File: src/rtl/hs_pkg.sv
package hs_pkg;
  typedef enum logic [1:0] {
    ST_IDLE = 2'd0,
    ST_WAIT = 2'd1,
    ST_SYNC = 2'd2,
    ST_DATA = 2'd3
  } hs_state_t;
endpackage

File: src/rtl/hs_sync2.sv
module hs_sync2 #(
  parameter logic RST_VAL = 1'b1
) (
  input  logic clk,
  input  logic rst_n,
  input  logic d,
  output logic q
);
  logic s1_q;

  always_ff @(posedge clk or negedge rst_n) begin
    if (!rst_n) begin
      s1_q <= RST_VAL;
      q    <= RST_VAL;
    end else begin
      s1_q <= d;
      q    <= s1_q;
    end
  end
endmodule

File: src/rtl/hs_edge.sv
module hs_edge (
  input  logic clk,
  input  logic rst_n,
  input  logic tclk,
  output logic fall
);
  logic tclk_q;

  always_ff @(posedge clk or negedge rst_n) begin
    if (!rst_n) tclk_q <= 1'b0;
    else        tclk_q <= tclk;
  end

  assign fall = tclk_q & ~tclk;
endmodule

File: src/rtl/hs_fsm.sv
module hs_fsm
  import hs_pkg::*;
#(
  parameter int          W   = 8,
  parameter logic [W-1:0] PAT = 8'h7E,
  localparam int         IW  = $clog2(W)
) (
  input  logic         clk,
  input  logic         rst_n,
  input  logic         tx_en,
  input  logic         fall,
  input  logic         cts_n_s,
  input  logic         cts_bypass,
  input  logic         fifo_valid,
  input  logic [W-1:0] fifo_data,
  input  logic         fifo_last,
  output logic         fifo_pop,
  output logic         rts_n,
  output logic         txd
);
  localparam logic [IW-1:0] TOP_IDX = IW'(W - 1);

  hs_state_t    st_q, st_d;
  logic [IW-1:0] idx_q, idx_d;
  logic [W-1:0] sh_q, sh_d;
  logic         last_q, last_d;
  logic         rts_d, txd_d;
  logic         byp_q;
  logic         cts_ok;

  assign cts_ok = byp_q | ~cts_n_s;

  always_comb begin
    st_d     = st_q;
    idx_d    = idx_q;
    sh_d     = sh_q;
    last_d   = last_q;
    rts_d    = rts_n;
    txd_d    = txd;
    fifo_pop = 1'b0;
    if (!tx_en) begin
      st_d  = ST_IDLE;
      rts_d = 1'b1;
      txd_d = 1'b1;
      idx_d = '0;
    end else if (fall) begin
      unique case (st_q)
        ST_IDLE: begin
          if (fifo_valid) begin
            rts_d = 1'b0;
            if (cts_ok) begin
              st_d  = ST_SYNC;
              txd_d = PAT[W-1];
              idx_d = TOP_IDX;
            end else begin
              st_d = ST_WAIT;
            end
          end
        end
        ST_WAIT: begin
          if (cts_ok) begin
            st_d  = ST_SYNC;
            txd_d = PAT[W-1];
            idx_d = TOP_IDX;
          end
        end
        default: begin
          if (idx_q != '0) begin
            idx_d = idx_q - 1'b1;
            txd_d = (st_q == ST_SYNC) ? PAT[idx_d] : sh_q[idx_d];
          end else if (st_q == ST_DATA && last_q) begin
            st_d  = ST_IDLE;
            rts_d = 1'b1;
            txd_d = 1'b1;
          end else if (fifo_valid) begin
            fifo_pop = 1'b1;
            st_d     = ST_DATA;
            sh_d     = fifo_data;
            last_d   = fifo_last;
            txd_d    = fifo_data[W-1];
            idx_d    = TOP_IDX;
          end else begin
            st_d  = ST_SYNC;
            txd_d = PAT[W-1];
            idx_d = TOP_IDX;
          end
        end
      endcase
    end
  end

  always_ff @(posedge clk or negedge rst_n) begin
    if (!rst_n) begin
      st_q   <= ST_IDLE;
      idx_q  <= '0;
      sh_q   <= '0;
      last_q <= 1'b0;
      rts_n  <= 1'b1;
      txd    <= 1'b1;
    end else begin
      st_q   <= st_d;
      idx_q  <= idx_d;
      sh_q   <= sh_d;
      last_q <= last_d;
      rts_n  <= rts_d;
      txd    <= txd_d;
    end
  end

  always_ff @(posedge clk or negedge rst_n) begin
    if (!rst_n)      byp_q <= 1'b0;
    else if (!tx_en) byp_q <= cts_bypass;
  end

  p_rts_on_edge_r2: assert property (@(posedge clk) disable iff (!rst_n)
    $fell(rts_n) |-> $past(fall && fifo_valid && tx_en));

  p_idle_high_r11: assert property (@(posedge clk) disable iff (!rst_n)
    rts_n |-> txd);

  p_abort_r10: assert property (@(posedge clk) disable iff (!rst_n)
    !tx_en |=> (rts_n && txd));

  p_pop_in_frame_r7: assert property (@(posedge clk) disable iff (!rst_n)
    fifo_pop |-> !rts_n);

  p_bit_on_edge_r7: assert property (@(posedge clk) disable iff (!rst_n)
    !$stable(txd) |-> $past(fall || !tx_en));

  p_release_on_edge_r8: assert property (@(posedge clk) disable iff (!rst_n)
    $rose(rts_n) |-> $past(fall || !tx_en));
endmodule

File: src/rtl/rts_cts_seq.sv
module rts_cts_seq #(
  parameter int          W   = 8,
  parameter logic [W-1:0] PAT = 8'h7E
) (
  input  logic         clk,
  input  logic         rst_n,
  input  logic         tx_en,
  input  logic         tx_clk,
  input  logic         cts_n,
  input  logic         cts_bypass,
  input  logic         fifo_valid,
  input  logic [W-1:0] fifo_data,
  input  logic         fifo_last,
  output logic         fifo_pop,
  output logic         rts_n,
  output logic         txd
);
  logic fall;
  logic cts_n_s;

  hs_edge u_edge (
    .clk  (clk),
    .rst_n(rst_n),
    .tclk (tx_clk),
    .fall (fall)
  );

  hs_sync2 #(.RST_VAL(1'b1)) u_cts (
    .clk  (clk),
    .rst_n(rst_n),
    .d    (cts_n),
    .q    (cts_n_s)
  );

  hs_fsm #(.W(W), .PAT(PAT)) u_fsm (
    .clk       (clk),
    .rst_n     (rst_n),
    .tx_en     (tx_en),
    .fall      (fall),
    .cts_n_s   (cts_n_s),
    .cts_bypass(cts_bypass),
    .fifo_valid(fifo_valid),
    .fifo_data (fifo_data),
    .fifo_last (fifo_last),
    .fifo_pop  (fifo_pop),
    .rts_n     (rts_n),
    .txd       (txd)
  );
endmodule

File: config.mk
export PLATFORM = sky130hd
export DESIGN_NAME = rts_cts_seq
export DESIGN_NICKNAME = d
export VERILOG_FILES = /design/src/rtl/hs_pkg.sv /design/src/rtl/hs_sync2.sv /design/src/rtl/hs_edge.sv /design/src/rtl/hs_fsm.sv /design/src/rtl/rts_cts_seq.sv
export SDC_FILE = /design/constraint.sdc
export NUM_CORES = 1
export LEC_CHECK = 0
export ABC_AREA = 1
export BUFFER_PORTS_ARGS = -buffer_cell sky130_fd_sc_hd__clkbuf_2
export CAP_MARGIN = 20
export CORE_AREA = 5 5 52 54
export CTS_BUF_LIST = sky130_fd_sc_hd__clkbuf_2
export CTS_CLUSTER_DIAMETER = 60
export DETAILED_ROUTE_END_ITERATION = 12
export DIE_AREA = 0 0 57 59
export GPL_TIMING_DRIVEN = 0
export PLACE_DENSITY = 0.75
export SLEW_MARGIN = 0
export SYNTH_ARGS = -nofsm -noshare
export SYNTH_HDL_FRONTEND = slang
export SYNTH_SLANG_ARGS = --single-unit
export TNS_END_PERCENT = 5
File: constraint.sdc
create_clock -name clk -period 1.6 [get_ports clk]
set_input_delay 0 -clock clk [delete_from_list [all_inputs] [get_ports clk]]
set_output_delay 0 -clock clk [all_outputs]
set_load 0.1 [all_outputs]
* Word level (Yosys, flattened, before mapping)
Memories as Yosys holds them, arrays and structs flattened.
Cells that the tools add are included.
** Word-level totals
- Register bits :: 20
- Output and inout port bits :: 3
- Memories kept :: 1
- Logic and storage cells :: 80
- Bits of input ports :: 16
- Memory bits (read-only) :: 8
** Memories
- (no name shown) :: words 8, bits a word 1, rd ports 1, clocked after Yosys merged registers in 0, wr ports 0, line hs_fsm.sv:70 : txd_d = (st_q == ST_SYNC) ? PAT[idx_d] : sh_q[idx_d];
** Cells by class
- Order comparisons :: 1
- Equality and inequality tests :: 11
- Mux-type cells :: 40
- Add/sub/neg operators :: 1
- Reductions and logical operators :: 9
- Bitwise logic cells :: 7
** Operator list (count)
- $mux 1 :: 22
- $mux 3 :: 6
- $mux 2 :: 7
- $ne 3x3->1 const B :: 2
- $pmux 3 s2 :: 1
- $reduce_and 6->1 :: 1
- $ne 5x4->1 const B :: 1
- $not 1->1 :: 5
- $reduce_and 5->1 :: 1
- $eq 2x2->1 const B :: 2
- $lt 3x4->1 const B :: 1
- $ne 4x4->1 const B :: 1
- $pmux 1 s2 :: 2
- $pmux 2 s2 :: 1
- $reduce_and 4->1 :: 1
- $bmux 1 s3 :: 1
- $ne 3x1->1 const B :: 1
- $ne 3x2->1 const B :: 1
- $reduce_and 3->1 :: 1
- $reduce_bool 3->1 :: 1
- $sub 3x1->3 const B :: 1
- $eq 2x1->1 const B :: 1
- $logic_not 2->1 :: 1
- $ne 2x1->1 const B :: 1
- other kinds (6) :: 6

* Depth between registers and ports, before layout
- Depth in word-level cells :: 8
- Gate-level depth with buffers :: 10
- Depth with buffers taken out :: 10

* Modules after synthesis
From an unflattened synthesis, not the netlist that was laid out.
** Unflattened totals
- Cells, all modules :: 143
- Area total of the unflattened synthesis :: 1108.6 µm²
** By module, submodules not included
- hs_fsm :: cells each 138, seq. area each 427.9 µm², area each 1021.0 µm², instances 1
- hs_sync2 :: cells each 2, seq. area each 52.6 µm², area each 52.6 µm², instances 1
- hs_edge :: cells each 3, seq. area each 25.0 µm², area each 35.0 µm², instances 1

* Worst setup path before layout
OpenSTA, ideal clock, no wires.
- Path type :: reg-to-reg
- Start :: reg u_fsm.idx_q[0]
- End :: reg u_fsm.last_q
- Library setup time :: 0.127 ns
- Clock period less this slack :: 1.882 ns
- Stages on the path, launching flop included :: 9
- Arrival :: 1.755 ns
- Path slack :: -0.282 ns
- Data required time :: 1.473 ns
- Path buffers :: 1
- Cells stage by stage :: dfrtp_1 inv_1 ha_1 inv_1 nor2_4 inv_2 nor4_4 buf_6 o21ai_1
** Between the ends
- Cells in the longest elaborated chain, start to end :: 3
** Ends and longest elaborated chain
- from (decl) :: line hs_fsm.sv:24 : logic [IW-1:0] idx_q, idx_d;
- from (signal assigned) :: line hs_fsm.sv:102 : idx_q <= idx_d;
- $reduce_bool 3->1 :: line hs_fsm.sv:68 : if (idx_q != '0) begin
- $not 1->1 (no source line)
- $reduce_and 6->1 (no source line)
- to (signal assigned) :: line hs_fsm.sv:104 : last_q <= last_d;
- to (decl) :: line hs_fsm.sv:26 : logic last_q, last_d;
No other way between the ends.
A chain may end at the register's enable or synchronous reset.

* Worst setup path in the final report
- Start :: reg u_fsm.idx_q[0]
- End :: out fifo_pop
** Between the ends
- Cells in the longest elaborated chain, start to end :: 5
** Ends and longest elaborated chain
- $reduce_bool 3->1 :: line hs_fsm.sv:68
- $mux 1 :: line hs_fsm.sv:68
- $mux 1 :: line hs_fsm.sv:47 : unique case (st_q)
- $mux 1 :: line hs_fsm.sv:46 : end else if (fall) begin
- $mux 1 :: line hs_fsm.sv:41 : if (!tx_en) begin
- to (decl) :: line rts_cts_seq.sv:14 : output logic fifo_pop,
No other way between the ends.

==> results.cfg <==
[drt]
drt_iter0_drc = 24
wirelength_mm = 2.278
num_vias = 1000
ant_nets = 0
drt_first_pass_iters = 5
viasPerCell = 4.854
wl_per_cell_um = 11.06
drcViolationCount = 0

[setup_path]
max_stage_delay_ps = 460
cp_top_family = buffers and inverters
worst-setup-path-type = flip-flop to primary output
critical_path.max_fanout = 2
crit_arrival_ps = 1780
end_kind = primary output
cpMostUsedCell = inv_2
path_cells = inv_4 -> ha_4 -> inv_2 -> nor2_4 -> inv_2 -> nor4_4 -> buf_12 -> clkbuf_16
critical-path-slowest-cell = dfrtp_2
cp.required_ps = 1600
path_buf_inv = 5
start_kind = flip-flop

[synthesis]
synthDistinctLibCells = 22
synth-main-ff-cell = dfrtp_1
ys_seq_area_frac = 0.4747
ys_ff_latch = 20
synth_top_area_cell = dfrtp_1
syn_area_um2 = 1065
ys_warn_count = 0
synthArstFlopShare = 1.000
synth_area_per_cell_um2 = 7.887
synth_edf_count = 0
synth.area.top_cells = dfrtp_1 38%, nand2_1 13%, dfstp_2 9.9%, inv_1 7.1%, nor2_1 4.6%
yosysTopAreaCellShare = 0.3760
netlist_instances = 135
synth_fp_nets = 154

[run_status]
violations = negative setup slack
status = finished, violations left

[power]
p_leak_nw = 0.7435
ir_worst_vdd_mv = 0.7792
pwr_density_cell_nw_per_um2 = 1084
power_w = 0.001594

[clocking]
cts_tree = done
clkSlewWorstSetupHoldPaths_ps = 170
numClockSinks = 20
clock_latency_ps = 300
cts_root_buf = clkbuf_2
cts-buffers-inserted = 3
htree_levels = 1
clk_path_buf_depth = 2

[placed_design]
dp.cells = 181
io_buffers = 18
place_area_um2 = 1211
dpl.hpwl_mm = 1.583
gp_congestion = 0.9556

[timing]
relSlewSlack = 0.6400
rsz0062_at_grt = true
setup_ws_ps = -175.2
setup_viol = 9
finalMaxSlewViolations = 0
min_period_over_period = 1.110
finalSetupTns_ps = -290.5
finalHoldViolCount = 0
final.setup_skew_ps = 10.65
min_period_ps = 1775
tightest_slew_ps = 542.4
max_freq_mhz = 563.3

[floorplan]
die_x_um = 57
core_area_um2 = 2170
die_h_um = 59
row_count = 17
dieArea_um2 = 3363
ioPinCount = 19
start_util = 0.4908

[cells_and_area]
nNetsFinal = 198
drive_gt1_frac = 0.2697
diodes = 0
finalInstanceArea_um2 = 1470
final_cell_count_no_fill = 206
syn2layout_area_growth_pct = 38.07
finalCoreUtilization = 0.6776
fill_cells = 185

[global_route]
grt_pass1_wl_mm = 4.057
grtUsageTotal = 0.1488
grt_pass1_vias = 998
antenna_found_initial = 0
grt_max_degree = 21
overflow = 0

[worst_hold_path]
hold_class = input port to flip-flop

[run]
cap_violations = 0
## final timing paths
path	startpoint	end	slack, ps	depth (start not counted)
max in group asynchronous	rst_n	u_cts.q$_DFF_PN1_	1080	2
worst max register to register	u_fsm.idx_q[0]$_DFFE_PN0P_	u_fsm.sh_q[7]$_DFFE_PN0P_	-40	10
worst max-delay path	u_fsm.idx_q[0]$_DFFE_PN0P_	fifo_pop	-180	8
worst min-delay path	tx_en	u_fsm.idx_q[1]$_DFFE_PN0P_	40	3
worst min register to register	u_cts.s1_q$_DFF_PN1_	u_cts.q$_DFF_PN1_	370	0
min in group asynchronous	rst_n	u_fsm.sh_q[6]$_DFFE_PN0P_	150	2
## report_power, final
part	switching, W	internal, W
clock	0.000146	0.0000662
combinational	0.000416	0.000259
sequential	0.0000625	0.000643
total	0.000625	0.000969
## logic make-up after synthesis
| group | after synthesis | share of synthesized area |
|---|---|---|
| simple gates | 64 | 0.2679 |
| flops | 20 | 0.4747 |
| fa+ha+maj | 3 | 0.03526 |
| buf+inv | 22 | 0.08460 |
| xor+xnor | 2 | 0.01645 |
| compound gates | 24 | 0.1210 |
## cell usage in the layout (no fill, tap or decap), drive strengths merged, types with 5 or more instances in the layout
master       count
nand2           38
clkbuf          22
inv             21
dfrtp           16
o21ai           16
dlygate4sd3     14
nor2            14
nand3            9
buf              8
a21oi            5
## stage by stage
step	setup WS (ps)	hold WS, ps
5_1_grt	-307.6	10.04
3_5_place_dp	-670.9	-8.708
4_1_cts	-182.1	24.77
2_1_floorplan	-249.3	-295.6
3_3_place_gp	-674.7	-21.89
6_report	-175.2	38.00
## per-layer routing
metal	up-vias	wire, µm	global-route usage
met2	22	1103	0.2626
met4	0	50	0.05298
li1	515	-	-
met5	-	0	0
met3	9	87	0.02179
met1	454	1037	0.1855
## what timing repair did
| item | 4_1_cts | 5_1_grt |
|---|---|---|
| gates resized for setup | 9 | 4 |
| hold endpoints to repair | 32 | 0 |
| buffers inserted | 7 | 0 |
| setup endpoints to repair | 16 | 16 |
| hold buffers | 14 | 0 |
| pin swaps | 2 | 1 |
## Yosys cell counts (2+ instances only)
master and instances:
a21oi_1 5, a31oi_1 2, dfrtp_1 16, dfstp_2 4, ha_1 3, inv_1 20
nand2_1 38, nand3_1 8, nor2_1 13, o21ai_0 7, o21ai_1 8
## final cells by class
class / instances / area (µm²) / share of cell area
Sequential cell: 20 / 506.7 / 0.3447
Tap cell: 28 / 35.03 / 0.02383
Multi-Input combinational cell: 93 / 500.5 / 0.3404
Timing Repair Buffer: 39 / 306.5 / 0.2085
Buffer: 1 / 20.02 / 0.01362
Clock buffer: 4 / 20.02 / 0.01362
Inverter: 21 / 81.33 / 0.05532
## flip-flops by register name, summed over array words and instances, names as in the netlist
register	cells
u_fsm.idx_q	3
u_cts.s1_q	1
u_edge.tclk_q	1
u_fsm.st_q	2
u_cts.q	1
u_fsm.last_q	1
u_fsm.txd	1
u_fsm.rts_n	1
u_fsm.byp_q	1
u_fsm.sh_q	8
## tightest hold or removal path, cell delays in order
cell	delay [ps]
clkbuf_2	140
nand3_1	100
o21ai_0	70
Note: power is estimated with default switching activity, not from simulation.
